[config.mk]
export PLATFORM = sky130hd
export DESIGN_NAME = sirq_slave
export DESIGN_NICKNAME = d
export VERILOG_FILES = /design/src/rtl/sirq_pkg.sv /design/src/rtl/sirq_cfg.sv /design/src/rtl/sirq_req.sv /design/src/rtl/sirq_frame.sv /design/src/rtl/sirq_slave.sv
export SDC_FILE = /design/constraint.sdc
export NUM_CORES = 1
export LEC_CHECK = 0
export CORE_MARGIN = 5
export CORE_UTILIZATION = 35
export CTS_CLUSTER_SIZE = 14
export DETAILED_ROUTE_END_ITERATION = 10
export DONT_BUFFER_PORTS = 1
export SYNTH_ARGS = -nofsm -noshare
export SYNTH_HDL_FRONTEND = slang
export SYNTH_SLANG_ARGS = --single-unit
[constraint.sdc]
create_clock -name clk -period 5.1 [get_ports clk]
set_clock_uncertainty 0.05 [all_clocks]
set_input_delay 0.51 -clock clk [delete_from_list [all_inputs] [get_ports clk]]
set_output_delay 0.51 -clock clk [all_outputs]
set_load 0.005 [all_outputs]
[src/rtl/sirq_pkg.sv]
package sirq_pkg;
  localparam int NSRC = 5;

  typedef enum logic [1:0] {
    FR_IDLE  = 2'd0,
    FR_TURN0 = 2'd1,
    FR_SLOT  = 2'd2,
    FR_STOP  = 2'd3
  } fr_state_e;

  // slot number of each source: SMI, IRQ6, IRQ9, IRQ10, IRQ11
  function automatic int slot_of_src(input int idx);
    case (idx)
      0:       return 2;
      1:       return 6;
      2:       return 9;
      3:       return 10;
      default: return 11;
    endcase
  endfunction
endpackage

[src/rtl/sirq_cfg.sv]
module sirq_cfg (
  input  logic       clk,
  input  logic       rst,
  input  logic       we,
  input  logic [1:0] wdata,
  output logic       direct,
  output logic       anyclear
);
  always_ff @(posedge clk) begin
    if (rst) begin
      direct   <= 1'b0;
      anyclear <= 1'b0;
    end else if (we) begin
      direct   <= wdata[0];
      anyclear <= wdata[1];
    end
  end
endmodule

[src/rtl/sirq_req.sv]
module sirq_req #(
  parameter int NSRC = 5
) (
  input  logic            clk,
  input  logic            rst,
  input  logic            sw_rst,
  input  logic [NSRC-1:0] en,
  input  logic [NSRC-1:0] obf,
  input  logic            direct,
  input  logic            anyclear,
  input  logic            quiet,
  input  logic            ack,
  output logic [NSRC-1:0] req_q,
  output logic            pend
);
  logic [NSRC-1:0] qual;
  logic            rose, fell_any, all_clr, trig;

  always_comb begin
    qual     = en & (obf | {NSRC{direct}});
    rose     = |(qual & ~req_q);
    fell_any = |(req_q & ~qual);
    all_clr  = (|req_q) & ~(|qual);
    trig     = quiet & (rose | (anyclear ? fell_any : all_clr));
  end

  always_ff @(posedge clk) begin
    if (rst) begin
      req_q <= '0;
    end else begin
      req_q <= qual;
    end
  end

  always_ff @(posedge clk) begin
    if (rst || sw_rst || !quiet) begin
      pend <= 1'b0;
    end else if (trig) begin
      pend <= 1'b1;
    end else if (ack) begin
      pend <= 1'b0;
    end
  end
endmodule

[src/rtl/sirq_frame.sv]
module sirq_frame
  import sirq_pkg::*;
#(
  parameter int NUM_SLOTS = 16,
  parameter int START_MIN = 4
) (
  input  logic                 clk,
  input  logic                 rst,
  input  logic                 sw_rst,
  input  logic                 line_i,
  input  logic [NUM_SLOTS-1:0] slot_req,
  input  logic                 pend,
  output logic                 quiet,
  output logic                 start_ack,
  output logic                 start_seen,
  output logic                 in_stop,
  output logic                 drv_start,
  output logic                 sirq_oe,
  output logic                 sirq_o
);
  localparam int SLOT_W = (NUM_SLOTS > 1) ? $clog2(NUM_SLOTS) : 1;
  localparam int CNT_W  = $clog2(START_MIN + 1) + 1;
  localparam logic [CNT_W-1:0]  CNT_MAX   = {CNT_W{1'b1}};
  localparam logic [CNT_W-1:0]  CNT_START = CNT_W'(START_MIN);
  localparam logic [SLOT_W-1:0] LAST_SLOT = SLOT_W'(NUM_SLOTS - 1);

  fr_state_e         state, st_n;
  logic [SLOT_W-1:0] slot_idx, slot_n;
  logic [1:0]        phase, ph_n;
  logic [CNT_W-1:0]  lowcnt, cnt_n, cnt_inc;
  logic              hit_q, hit_n;
  logic              quiet_n;
  logic              oe_n, o_n, go_n;

  always_comb begin
    st_n       = state;
    slot_n     = slot_idx;
    ph_n       = phase;
    cnt_n      = lowcnt;
    hit_n      = hit_q;
    quiet_n    = quiet;
    oe_n       = 1'b0;
    o_n        = 1'b1;
    go_n       = 1'b0;
    start_ack  = 1'b0;
    start_seen = 1'b0;
    cnt_inc    = (lowcnt == CNT_MAX) ? lowcnt : lowcnt + 1'b1;
    case (state)
      FR_IDLE: begin
        if (!line_i) begin
          cnt_n = cnt_inc;
        end else begin
          cnt_n = '0;
          if (lowcnt >= CNT_START) begin
            st_n       = FR_TURN0;
            start_seen = 1'b1;
          end else if (quiet && pend && lowcnt == '0) begin
            oe_n      = 1'b1;
            o_n       = 1'b0;
            go_n      = 1'b1;
            start_ack = 1'b1;
          end
        end
      end
      FR_TURN0: begin
        st_n   = FR_SLOT;
        slot_n = '0;
        ph_n   = 2'd0;
        hit_n  = slot_req[0];
        oe_n   = hit_n;
        o_n    = 1'b0;
      end
      FR_SLOT: begin
        if (phase == 2'd0) begin
          ph_n = 2'd1;
          oe_n = hit_q;
          o_n  = 1'b1;
        end else if (phase == 2'd1) begin
          ph_n = 2'd2;
        end else if (slot_idx == LAST_SLOT) begin
          st_n  = FR_STOP;
          cnt_n = '0;
        end else begin
          slot_n = slot_idx + 1'b1;
          ph_n   = 2'd0;
          hit_n  = slot_req[slot_n];
          oe_n   = hit_n;
          o_n    = 1'b0;
        end
      end
      default: begin
        if (!line_i) begin
          cnt_n = cnt_inc;
        end else if (lowcnt != '0) begin
          if (lowcnt == CNT_W'(2)) begin
            quiet_n = 1'b1;
          end else if (lowcnt == CNT_W'(3)) begin
            quiet_n = 1'b0;
          end
          st_n  = FR_IDLE;
          cnt_n = '0;
        end
      end
    endcase
  end

  always_ff @(posedge clk) begin
    if (rst || sw_rst) begin
      state     <= FR_IDLE;
      slot_idx  <= '0;
      phase     <= 2'd0;
      lowcnt    <= '0;
      hit_q     <= 1'b0;
      quiet     <= 1'b0;
      sirq_oe   <= 1'b0;
      sirq_o    <= 1'b1;
      drv_start <= 1'b0;
    end else begin
      state     <= st_n;
      slot_idx  <= slot_n;
      phase     <= ph_n;
      lowcnt    <= cnt_n;
      hit_q     <= hit_n;
      quiet     <= quiet_n;
      sirq_oe   <= oe_n;
      sirq_o    <= o_n;
      drv_start <= go_n;
    end
  end

  assign in_stop = (state == FR_STOP);
endmodule

[src/rtl/sirq_slave.sv]
module sirq_slave
  import sirq_pkg::*;
#(
  parameter int NUM_SLOTS = 16,
  parameter int START_MIN = 4
) (
  input  logic            clk,
  input  logic            rst,
  input  logic            lpc_sw_rst,
  input  logic            cfg_we,
  input  logic [1:0]      cfg_wdata,
  output logic [2:0]      cfg_rdata,
  input  logic [NSRC-1:0] src_en,
  input  logic [NSRC-1:0] src_obf,
  input  logic            sirq_i,
  output logic            sirq_oe,
  output logic            sirq_o
);
  logic                 direct, anyclear, quiet;
  logic [NSRC-1:0]      req_q;
  logic [NUM_SLOTS-1:0] slot_req;
  logic                 pend, start_ack, start_seen, in_stop, drv_start;

  sirq_cfg u_cfg (
    .clk      (clk),
    .rst      (rst),
    .we       (cfg_we),
    .wdata    (cfg_wdata),
    .direct   (direct),
    .anyclear (anyclear)
  );

  sirq_req #(.NSRC(NSRC)) u_req (
    .clk      (clk),
    .rst      (rst),
    .sw_rst   (lpc_sw_rst),
    .en       (src_en),
    .obf      (src_obf),
    .direct   (direct),
    .anyclear (anyclear),
    .quiet    (quiet),
    .ack      (start_ack | start_seen),
    .req_q    (req_q),
    .pend     (pend)
  );

  for (genvar s = 0; s < NUM_SLOTS; s++) begin : g_slot
    logic hit;
    always_comb begin
      hit = 1'b0;
      for (int i = 0; i < NSRC; i++) begin
        if (slot_of_src(i) == s) hit = hit | req_q[i];
      end
    end
    assign slot_req[s] = hit;
  end

  sirq_frame #(.NUM_SLOTS(NUM_SLOTS), .START_MIN(START_MIN)) u_frame (
    .clk        (clk),
    .rst        (rst),
    .sw_rst     (lpc_sw_rst),
    .line_i     (sirq_i),
    .slot_req   (slot_req),
    .pend       (pend),
    .quiet      (quiet),
    .start_ack  (start_ack),
    .start_seen (start_seen),
    .in_stop    (in_stop),
    .drv_start  (drv_start),
    .sirq_oe    (sirq_oe),
    .sirq_o     (sirq_o)
  );

  assign cfg_rdata = {quiet, anyclear, direct};
endmodule

# [Word-level counts from Yosys, hierarchy flattened]
# Index checks and enable logic that the tools add are counted.
[classes] n_addsub=2 magnitude_cmp=2 n_eq_ne=15 muxes=53 n_bitwise=13 reduce_logical=24
[ops] cell="$mux W4" count=10
[ops] cell="$mux W1" count=25
[ops] cell="$mux W2" count=10
[ops] cell="$reduce_or A5 Y1" count=4
[ops] cell="$and A5 B5 Y5" count=3
[ops] cell="$pmux W4 S3" count=1
[ops] cell="$not A5 Y5" count=2
[ops] cell="$add A4 B1 Y4 const B" count=2
[ops] cell="$eq A4 B2 Y1 const B" count=2
[ops] cell="$eq A4 B4 Y1 const B" count=2
[ops] cell="$ne A2 B2 Y1 const B" count=4
[ops] cell="$pmux W4 S2" count=1
[ops] cell="$reduce_and A4 Y1" count=2
[ops] cell="$reduce_bool A4 Y1" count=2
[ops] cell="$reduce_and A7 Y1" count=1
[ops] cell="$pmux W2 S3" count=1
[ops] cell="$reduce_bool A2 Y1" count=3
[ops] cell="$lt A4 B5 Y1 const B" count=1
[ops] cell="$or A5 B5 Y5" count=1
[ops] cell="$reduce_and A5 Y1" count=1
[ops] cell="$bmux W1 S4" count=1
[ops] cell="$eq A2 B1 Y1 const B" count=2
[ops] cell="$ge A4 B3 Y1 const B" count=1
[ops] cell="$logic_not A2 Y1" count=2
[ops] cell="other kinds (17)" count=25
[word_totals] ff_bits=24 in_bits=17 word_cells=121

# [Logic depth before layout (Yosys ltp)]
[depth] word_depth=9 mapped_depth=7 ltp_nobuf=7

# [Hierarchy]
# Synthesis repeated with hierarchy kept, for this count alone.
[hier_totals] cells_unflattened=171 hier_area_um2=1478.9
[by_module_without_submodules] mod="sirq_frame" instances=1 cells_per_inst=129 area_per_inst_um2=1106.1 seq_area_each_um2=340.3
[by_module_without_submodules] mod="sirq_req" instances=1 cells_per_inst=31 area_per_inst_um2=272.8 seq_area_each_um2=120.1
[by_module_without_submodules] mod="sirq_cfg" instances=1 cells_per_inst=6 area_per_inst_um2=67.6 seq_area_each_um2=40.0
[by_module_without_submodules] mod="sirq_slave" instances=1 cells_per_inst=5 area_per_inst_um2=32.5 seq_area_each_um2=0.0

# [Least setup slack after synthesis]
# Ideal clock, no wire load.
[synth_path] path_kind="reg2reg" start="reg u_frame.slot_idx[1]" end="reg u_frame.lowcnt[0]" setup_time_ns=0.132 t_arrival_ns=1.484 required_time_ns=4.918 slack_ns=3.433 stages_incl_launch_ff=7 path_buffers=0 synth_period_minus_slack_ns=1.667 path_cell_list="dfxtp_1 > ha_1 > nand4_2 > a221oi_4 > o31ai_1 > nand2_1 > a21oi_1"
[synth_between] elab_chain_len=3
[synth_lines] element="start: declaration" line_no="sirq_frame.sv:28" source="logic [SLOT_W-1:0] slot_idx, slot_n;"
[synth_lines] element="start signal: assignment" line_no="sirq_frame.sv:120" source="slot_idx <= slot_n;"
[synth_lines] element="$eq A4 B4 Y1" line_no="sirq_frame.sv:80" source="end else if (slot_idx == LAST_SLOT) begin"
[synth_lines] element="$ne A2 B1 Y1 (no source line)"
[synth_lines] element="$reduce_and A5 Y1 (no source line)"
[synth_lines] element="end signal: assignment" line_no="sirq_frame.sv:122" source="lowcnt <= cnt_n;"
[synth_lines] element="end: declaration" line_no="sirq_frame.sv:30" source="logic [CNT_W-1:0] lowcnt, cnt_n, cnt_inc;"
# No other way between the ends.
# A chain may end at the register's enable or synchronous reset.

# [Final worst setup path]
[layout_path] start="reg u_frame.slot_idx[0]" end="reg u_frame.lowcnt[1]"
# The elaborated chain is that of the path after synthesis.

==> impl_metrics.env <==
export IMPL_status="finished, final reports clean"
export IMPL_crit_fanout=9
export IMPL_hold_path_class="input port to flop"
export IMPL_finalCritPeriodShare_pct=39.8
export IMPL_die_y_um=73.2
export IMPL_cp_arrival_ps=2120
export IMPL_slew_headroom_pct=64.8
export IMPL_endpoint_kind="flop"
export IMPL_area_growth_pct=2.69
export IMPL_wirelength_mm=3.05
export IMPL_grt_overflow=0
export IMPL_ios=22
export IMPL_synthAdderAreaFrac_pct=7.17
export IMPL_powerDensity_mw_per_mm2=238
export IMPL_clk_path_buf_depth=2
export IMPL_clkTransAtPathRegs_ps=90
export IMPL_rsz0062_at_grt="false"
export IMPL_synthFlopType="dfxtp_1"
export IMPL_cts_sinks=24
export IMPL_drc_errors=0
export IMPL_fp_dieArea_mm2=0.00535
export IMPL_fin_crit_ps=2030
export IMPL_drt_pass1_iterations=4
export IMPL_fin_setup_tns_ps=0
export IMPL_startpoint_type="flop"
export IMPL_hpwl_mm=2.36
export IMPL_ys_seq_elements=24
export IMPL_cts_setup_buffers=0
export IMPL_syn_avg_cell_area_um2=8.26
export IMPL_die_w_um=73.2
export IMPL_whs_ps=256
export IMPL_yosysSeqAreaShare_pct=34.4
export IMPL_synth_xor_area_share_pct=0.627
export IMPL_htree_levels=1
export IMPL_fin_ws_ps=3070
export IMPL_routedWlPerCell_um=14.5
export IMPL_total_leakage_power_nw=0.506
export IMPL_io_buffer_count=0
export IMPL_cts_buffers=3
export IMPL_cts_tree="yes"
export IMPL_gp_congestion=0.819
export IMPL_drt_iter0_markers=49
export IMPL_criticalPathCategory="flop to flop"
export IMPL_syn_nets=194
export IMPL_synth_mux_area_share_pct=2.15
export IMPL_clk_insertion_delay_late_ps=260
export IMPL_synth_top_family_by_area="compound AO/OA/AOI/OAI gates"
export IMPL_ant_nets=0
export IMPL_synth_edf_count=0
export IMPL_viasPerCell=5.74
export IMPL_ys_async_sr_fraction_pct=0
export IMPL_maxCapViolCount=0
export IMPL_synth_area_mm2=0.00140
export IMPL_slew_viol_final=0
export IMPL_report_final_setup_viol=0
export IMPL_drive_above_1_share_pct=6.21
export IMPL_insertedDiodeCount=0
export IMPL_pre_cts_slack_ps=3110
export IMPL_track_usage_pct=12.3
export IMPL_cts_hold_buf=0
export IMPL_rows=23
export IMPL_yosys_area_share_simple_pct=20.7
export IMPL_grt_pass1_vias=1155
export IMPL_antenna_found_initial=0
export IMPL_synthDistinctLibCells=41
export IMPL_cp_required_ps=5190
export IMPL_core_mm2=0.00394
export IMPL_grt_max_degree=15
export IMPL_ys_warn_count=0
export IMPL_cts_resized_gates=0
export IMPL_hold_violations=0
export IMPL_irDropWorstVdd_uv=94.8
export IMPL_start_util_pct=35.4
export IMPL_grt_pass1_wl_mm=5.21
export IMPL_nets=187
export IMPL_vias=1212
export IMPL_clock_root_buffer="clkbuf_8"
export IMPL_tightest_slew_ps=528
export IMPL_syn_inst=169
export IMPL_max_freq_ghz=0.492
export IMPL_synth_compound_area_share_pct=27.3
per-layer routing:
layer | share of wire [%] | global-route usage [%]
met5 | 0 | 0
met4 | 2.1 | 4.92
met3 | 6.7 | 3.72
met2 | 45 | 19.8
met1 | 46 | 15.1
sequential cells by signal, summed over array words and instances, names as in the netlist:
signal	count
u_req.pend	1
u_req.req_q	5
u_cfg.anyclear	1
u_frame.state	2
u_frame.phase	2
u_cfg.direct	1
u_frame.quiet	1
u_frame.slot_idx	4
u_frame.hit_q	1
u_frame.sirq_o	1
u_frame.lowcnt	4
u_frame.sirq_oe	1
layout by cell type (no fill, tap or decap), types with 2 or more instances in the layout:
| master | instances |
|---|---|
| nor4b_1 | 2 |
| a41oi_1 | 2 |
| a21oi_1 | 13 |
| a211oi_1 | 5 |
| a222oi_1 | 2 |
| o31ai_1 | 3 |
| inv_1 | 7 |
| o21ai_0 | 14 |
| a22oi_1 | 4 |
| mux2i_1 | 3 |
| and3_1 | 2 |
| a32oi_1 | 2 |
| clkbuf_8 | 4 |
| nand2_1 | 14 |
| ha_1 | 8 |
| nand3_1 | 7 |
| nor3_1 | 3 |
| nand4_1 | 2 |
| nor2_1 | 23 |
| dfxtp_1 | 24 |
layout make-up:
type / count / area (um2)
well taps: 50 / 62.6
flip-flops and latches: 24 / 480
fillers: 416 / 2510
multi-input cells: 126 / 810
inverters: 7 / 26.3
clock buffers: 4 / 55.1
logic make-up (layout without fill, tap and decap cells):
logic type                 Yosys count  count (layout)
and+or+nand+nor                     59              59
AOI/OAI and AO/OA                   55              55
muxes                                3               3
buffers and inverters               19              11
DFF                                 24              24
adders and majority gates            8               8
xor gates and xnor gates             1               1
metrics by stage:
stage               util (%)  area, um2  instances  power, mW
floorplan                  -       1400        169      0.215
global placement        35.0       1380        207      0.217
detailed placement      35.0       1380        207      0.217
CTS                     36.4       1430        211      0.348
global route            36.4       1430        211      0.359
finish                  36.4       1430        211      0.341
worst max-delay path, stage by stage, from the launching register on:
cell,delay [ps]
dfxtp_1,500
ha_1,360
nand4_2,200
a221oi_4,470
o31ai_1,160
nand2_1,100
a21oi_1,60
cell usage after synthesis, types with 2 or more instances:
cell      number  area [um2]
and3_1         2        12.5
a211oi_1       5        37.5
dfxtp_1       24         480
inv_1          7        26.3
ha_1           8         100
o31ai_1        3        22.5
a41oi_1        2        17.5
a32oi_1        2        17.5
o21ai_0       14        70.1
clkbuf_1       4        15.0
nand4_1        2        12.5
nor3_1         3        15.0
nand3_1        7        35.0
buf_4          4        30.0
nor4b_1        2        17.5
a21oi_1       13        65.1
nor2_1        23        86.3
a222oi_1       2        20.0
nand2_1       14        52.6
a22oi_1        4        30.0
mux2i_1        3        30.0
buf_2          2        10.0
path summary, 6_finish.rpt:
kind	cells after the start	slack (ps)	start	endpoint
worst max-delay path	6	3070	u_frame.slot_idx[0]	u_frame.lowcnt[1]
worst min-delay path	1	260	rst	u_cfg.anyclear
worst max register to register	6	3070	u_frame.slot_idx[0]	u_frame.lowcnt[1]
worst min register to register	2	420	u_frame.hit_q	u_frame.hit_q
power breakdown:
| group | switching [mW] | total (mW) | internal, mW | leakage, nW |
|---|---|---|---|---|
| registers | 0.00353 | 0.194 | 0.191 | 0.195 |
| clock network | 0.0594 | 0.128 | 0.0689 | 0.0288 |
| logic | 0.0105 | 0.0186 | 0.00802 | 0.283 |
| total | 0.0735 | 0.341 | 0.267 | 0.506 |
(Power assumes the default switching activity.)
